===== src/rtl/wptr_pkg.sv =====
package wptr_pkg;
    typedef enum logic [1:0] {
        STEP_HOLD    = 2'b00,
        STEP_POST_UP = 2'b01,
        STEP_DN_STK  = 2'b10,
        STEP_UP_STK  = 2'b11
    } step_mode_e;
endpackage


===== src/rtl/wptr_mode_reg.sv =====
module wptr_mode_reg
    import wptr_pkg::*;
#(
    parameter int AW = 7
) (
    input  logic          clk,
    input  logic          rst_n,
    input  logic          we,
    input  logic [AW+1:0] wdata,
    output step_mode_e    step_mode,
    output logic [AW-1:0] mask
);
    typedef struct packed {
        logic [AW-1:0] mask;
        step_mode_e    step;
    } mode_t;

    mode_t mode_d, mode_q;

    always_comb begin
        mode_d = mode_q;
        if (we) begin
            mode_d.step = step_mode_e'(wdata[1:0]);
            mode_d.mask = wdata[AW+1:2];
        end
    end

    always_ff @(posedge clk or negedge rst_n) begin
        if (!rst_n) begin
            mode_q.step <= STEP_HOLD;
            mode_q.mask <= '1;
        end else begin
            mode_q <= mode_d;
        end
    end

    assign step_mode = mode_q.step;
    assign mask      = mode_q.mask;

    // a mode write is visible from the following cycle
    assert_mode_load_R11: assert property (@(posedge clk) disable iff (!rst_n)
        we |=> ({mask, step_mode} == $past(wdata)));
endmodule


===== src/rtl/wptr_step.sv =====
module wptr_step
    import wptr_pkg::*;
#(
    parameter int AW = 7
) (
    input  logic [AW-1:0] ptr,
    input  logic [AW-1:0] mask,
    input  step_mode_e    step_mode,
    input  logic          rd,
    input  logic          wr,
    output logic [AW-1:0] eff_addr,
    output logic [AW-1:0] stepped,
    output logic          moves,
    output logic          pre
);
    logic          up;
    logic [AW-1:0] raw;

    always_comb begin
        up    = 1'b1;
        pre   = 1'b0;
        moves = rd | wr;
        unique case (step_mode)
            STEP_HOLD:    moves = 1'b0;
            STEP_POST_UP: up = 1'b1;
            STEP_DN_STK: begin
                up  = !wr;
                pre = !wr && rd;
            end
            STEP_UP_STK: begin
                up  = wr;
                pre = !wr && rd;
            end
            default:      moves = 1'b0;
        endcase
        raw      = up ? ptr + AW'(1) : ptr - AW'(1);
        stepped  = (ptr & ~mask) | (raw & mask);
        eff_addr = pre ? stepped : ptr;
    end
endmodule


===== src/rtl/wptr_unit.sv =====
module wptr_unit
    import wptr_pkg::*;
#(
    parameter int AW = 7
) (
    input  logic          clk,
    input  logic          rst_n,
    input  logic          mode_we,
    input  logic [AW+1:0] mode_wdata,
    input  logic          ptr_we,
    input  logic [AW-1:0] ptr_wdata,
    input  logic          rd_stb,
    input  logic          wr_stb,
    output logic [AW-1:0] acc_addr,
    output logic [AW-1:0] ptr_value
);
    typedef struct packed {
        logic [AW-1:0] ptr;
    } ptr_state_t;

    ptr_state_t    st_d, st_q;
    step_mode_e    step_mode;
    logic [AW-1:0] mask;
    logic [AW-1:0] stepped;
    logic          moves;
    logic          pre;

    wptr_mode_reg #(.AW(AW)) i_mode (
        .clk       (clk),
        .rst_n     (rst_n),
        .we        (mode_we),
        .wdata     (mode_wdata),
        .step_mode (step_mode),
        .mask      (mask)
    );

    wptr_step #(.AW(AW)) i_step (
        .ptr       (st_q.ptr),
        .mask      (mask),
        .step_mode (step_mode),
        .rd        (rd_stb),
        .wr        (wr_stb),
        .eff_addr  (acc_addr),
        .stepped   (stepped),
        .moves     (moves),
        .pre       (pre)
    );

    always_comb begin
        st_d = st_q;
        if (ptr_we) begin
            st_d.ptr = ptr_wdata;
        end else if (moves) begin
            st_d.ptr = stepped;
        end
    end

    always_ff @(posedge clk or negedge rst_n) begin
        if (!rst_n) begin
            st_q.ptr <= '0;
        end else begin
            st_q <= st_d;
        end
    end

    assign ptr_value = st_q.ptr;

    // hold mode never moves the pointer
    assert_hold_stable_R2: assert property (@(posedge clk) disable iff (!rst_n)
        ((rd_stb || wr_stb) && step_mode == STEP_HOLD && !ptr_we) |=> $stable(ptr_value));

    // bits outside the mask never change unless loaded directly
    assert_mask_fixed_R6: assert property (@(posedge clk) disable iff (!rst_n)
        !ptr_we |=> (((ptr_value ^ $past(ptr_value)) & ~$past(mask)) == '0));

    // a direct write wins over any step
    assert_override_R8: assert property (@(posedge clk) disable iff (!rst_n)
        ptr_we |=> (ptr_value == $past(ptr_wdata)));

    // pre-step access address becomes the new pointer
    assert_pre_addr_R7: assert property (@(posedge clk) disable iff (!rst_n)
        ((rd_stb || wr_stb) && pre && !ptr_we) |=> (ptr_value == $past(acc_addr)));

    // otherwise the access uses the current pointer
    assert_post_addr_R7: assert property (@(posedge clk) disable iff (!rst_n)
        !pre |-> (acc_addr == ptr_value));
endmodule


===== src/rtl/wptr_bank.sv =====
module wptr_bank #(
    parameter  int DEPTH = 128,
    parameter  int NPTR  = 2,
    localparam int AW    = $clog2(DEPTH),
    localparam int MW    = AW + 2
) (
    input  logic               clk,
    input  logic               rst_n,
    input  logic [NPTR-1:0]    mode_we,
    input  logic [MW-1:0]      mode_wdata,
    input  logic [NPTR-1:0]    ptr_we,
    input  logic [AW-1:0]      ptr_wdata,
    input  logic [NPTR-1:0]    rd_stb,
    input  logic [NPTR-1:0]    wr_stb,
    output logic [NPTR*AW-1:0] acc_addr,
    output logic [NPTR*AW-1:0] ptr_value
);
    for (genvar g = 0; g < NPTR; g++) begin : g_ptr
        wptr_unit #(.AW(AW)) i_unit (
            .clk        (clk),
            .rst_n      (rst_n),
            .mode_we    (mode_we[g]),
            .mode_wdata (mode_wdata),
            .ptr_we     (ptr_we[g]),
            .ptr_wdata  (ptr_wdata),
            .rd_stb     (rd_stb[g]),
            .wr_stb     (wr_stb[g]),
            .acc_addr   (acc_addr[g*AW +: AW]),
            .ptr_value  (ptr_value[g*AW +: AW])
        );
    end
endmodule


===== config.mk =====
export PLATFORM = sky130hd
export DESIGN_NAME = wptr_bank
export DESIGN_NICKNAME = d
export VERILOG_FILES = /design/src/rtl/wptr_pkg.sv /design/src/rtl/wptr_mode_reg.sv /design/src/rtl/wptr_step.sv /design/src/rtl/wptr_unit.sv /design/src/rtl/wptr_bank.sv
export SDC_FILE = /design/constraint.sdc
export NUM_CORES = 1
export LEC_CHECK = 0
export ABC_AREA = 1
export BUFFER_PORTS_ARGS = -buffer_cell sky130_fd_sc_hd__buf_2
export CORE_ASPECT_RATIO = 1.1
export CORE_MARGIN = 1
export CORE_UTILIZATION = 55
export DETAILED_ROUTE_END_ITERATION = 12
export PLACE_DENSITY = 0.83
export SLEW_MARGIN = 20
export SYNTH_ARGS = -nofsm -noshare
export SYNTH_HDL_FRONTEND = slang
export SYNTH_SLANG_ARGS = --single-unit

===== constraint.sdc =====
create_clock -name clk -period 3.83 [get_ports clk]
set_input_delay 0.766 -clock clk [delete_from_list [all_inputs] [get_ports clk]]
set_output_delay 0.766 -clock clk [all_outputs]
set_load 0.02 [all_outputs]

==> impl_results.md <==
- Outcome: finished clean
- Max-cap viol count: 0
- Worst slew margin: 54.4%
- H-tree Lvls: 2
- Largest net degree at the start of global routing: 33
- Most common cell in the netlist: nand2_1
- Synthesized cell area: 2230 sq um
- CTS tree: yes
- Ant. Diodes: 0
- Total core area: 3770 sq um
- Die area: about 4300 sq um
- Via count: 2132
- Top-level port count: 54
- Worst hold path class: reg -> reg
- Clock Sinks: 32
- Grt ovf: 0
- CP Class: in -> out
- Ys async rst share: 100%
- CTS Hold Bufs: 0
- CP dominant cell by count: nand2_1
- Worst skew pair latency: 0.28 ns
- Post-DP HPWL: 4.24 mm
- Cell taking the most area after synthesis: dfrtp_1
- Cell Chain, Critical Path: buf_2 -> nand2_1 -> clkinv_1 -> nor2_1 -> nand2_1 -> inv_2 -> ha_1 -> a21oi_1 -> or2_1 -> nand4_1 -> nand3_1 -> nand3_1 -> nand2_1 -> buf_2
- Yosys reg bits: 32
- Final Wtd Congestion: 0.855
- CTS Buf Count: 5
- Post-cts repair resize count: 0
- Syn_nets: 334
- Hold WS: about 0.5 ns
- Worst-margin pin slew: about 0.68 ns
- Yosys top cell area share: 20.2%
- Drt drc: 0
- Syn Inst Count: 296
- Post-synth top cells: nand2_1 (89), inv_1 (46), o21ai_0 (19), dfrtp_1 (18), nand3_1 (17)
- Nets: between 300 and 400
- Final setup fails: 0
- First drt pass iteration count: 6
- Setup crit end kind: output port
- Post-route clock period utilization: 86.2%
- Starting Density: 59.1%
- Post CTS Setup Buffer Count: 0
- Slowest cell on crit path: ha_1
- Area Overhead vs Synth: 18.4%
- Clock transition at path regs: 0.06 ns
- Power density over cell area: 440 nW/um^2
- Vias in the first global route: 1976
- Skew final: ~0.0064 ns
- Die Ht: 68.7 microns
- Max Clk Rate: 0.303 GHz
- Synth warnings: 0
- Slew Limit Fails: 0
- WL final: 5.33 mm
- CP required: 3.06 ns
- Post-synthesis sequential area ratio: 36.7%
- Leak: 1.44 nW
- Root Driver: clkbuf_8
- Gr usage total: 26.9%
- Hold Vio Cnt, Final: 0
- Vias per cell: 5.26
- Port bufs: 53
- Overall die width: 62.7 microns
- Area contributors post-synth: dfrtp_1 (20%), dfstp_2 (17%), nand2_1 (15%), inv_1 (7.8%), ha_1 (5.6%)
- Worst Path Arrival: ~2.5 ns
- Worst-path fanout max: 6
- Setup TNS: 0 ns
- Clock Path Buffers: 2
- Max stage delay on crit path: 0.30 ns
- Yosys cell types: 29
- Row count: 23
- DRT iter0 DRCs: 72
- Antenna viol nets, final: 0
- Global-route wire length before repair: 8.83 mm
- Post-Syn Area per Cell: 7.52 sq um
- Layout cells sized above 1: 26.5%
- Main flop type after synthesis: dfrtp_1
- RSZ-0062 raised after global routing: no
- Initial antenna violation count: 0
- IR drop worst, VDD: 0.222 mV
- EDFF count, synth: 0
- CP startpoint kind: input pin
- Period minus WS final: 3.30 ns
- WL per Instance: about 13 microns
- Fillers: about 320
## sequential cells by signal, summed over array words and instances, names as in the netlist
| register | cells |
|---|---|
| g_ptr.i_unit.ptr_value | 14 |
| g_ptr.i_unit.i_mode.mask | 14 |
| g_ptr.i_unit.i_mode.step_mode | 4 |
## kinds of logic after synthesis
| kind of cell | synth area share (%) |
|---|---|
| compound gates | 13.8 |
| flops | 36.7 |
| xor+xnor | 2.36 |
| buf+inv | 9.33 |
| mux | 5.06 |
| simple gates | 25.3 |
| fa+ha+maj | 7.42 |
## area by class of cell
cell class                      instances  area (sq um)  share of cell area (%)
Sequential cell                        32           818                    31.0
Tap cell                               50          62.6                    2.37
Inverter                               53           199                    7.55
Clock buffer                            8          90.1                    3.42
Multi-Input combinational cell        209          1200                    45.6
Timing Repair Buffer                   53           265                    10.1
## per-layer routing
layer  vias up  GRT usage, %  part of all wire, %
li1       1079             -                    -
met1       965          34.2                   46
met2        77          45.0                   48
met3        11          4.28                  4.4
met4         0          13.7                  1.7
met5         -             0                    0
## layout by cell type (no fill, tap or decap), types with 6 or more instances in the layout
master	n
nand2_1	89
buf_2	53
inv_1	46
o21ai_0	19
dfrtp_1	18
nand3_1	17
dfstp_2	14
a21oi_1	10
mux2_2	10
ha_1	10
o21ai_1	9
inv_2	6
nand4_1	6
xor2_1	6
clkbuf_8	6
## through the flow
step / instance area (sq um) / cells / total power [W] / utilization [%] / worst slack (ns)
3_3_place_gp: 2550 / 397 / 0.000880 / 67.5 / 0.580
4_1_cts: 2640 / 405 / 0.00116 / 69.9 / 0.533
6_report: 2640 / 405 / 0.00116 / 69.9 / 0.527
2_1_floorplan: 2230 / 296 / 0.000755 / - / 0.829
3_5_place_dp: 2550 / 397 / 0.000894 / 67.5 / 0.540
5_1_grt: 2640 / 405 / 0.00124 / 69.9 / 0.319
## worst max-delay path, delay by kind of cell
family / cells / cell delay (ns)
buf+inv: 4 / 0.46
simple gates: 8 / 0.75
compound gates: 1 / 0.26
fa+ha+maj: 1 / 0.30
## worst paths after layout
check / from / end / slack, ns / cells past startpoint
max: wr_stb[0] / acc_addr[5] / 0.53 / 14
min: g_ptr[1].i_unit.i_mode.mask[6] / g_ptr[1].i_unit.i_mode.mask[6] / 0.51 / 2
max reg2reg: g_ptr[0].i_unit.i_mode.step_mode[0] / g_ptr[0].i_unit.ptr_value[5] / 1.82 / 13
min reg2reg: g_ptr[1].i_unit.i_mode.mask[6] / g_ptr[1].i_unit.i_mode.mask[6] / 0.51 / 2
max in group asynchronous: rst_n / g_ptr[0].i_unit.ptr_value[5] / 2.86 / 1
min in group asynchronous: rst_n / g_ptr[1].i_unit.ptr_value[2] / 0.52 / 1
## report_power, final
group          total (W)  switching [W]  internal (W)
combinational   0.000454       0.000286      0.000168
clock           0.000267       0.000121      0.000146
sequential      0.000438      0.0000473      0.000391
No activity file was read; power rests on OpenSTA's default activity.
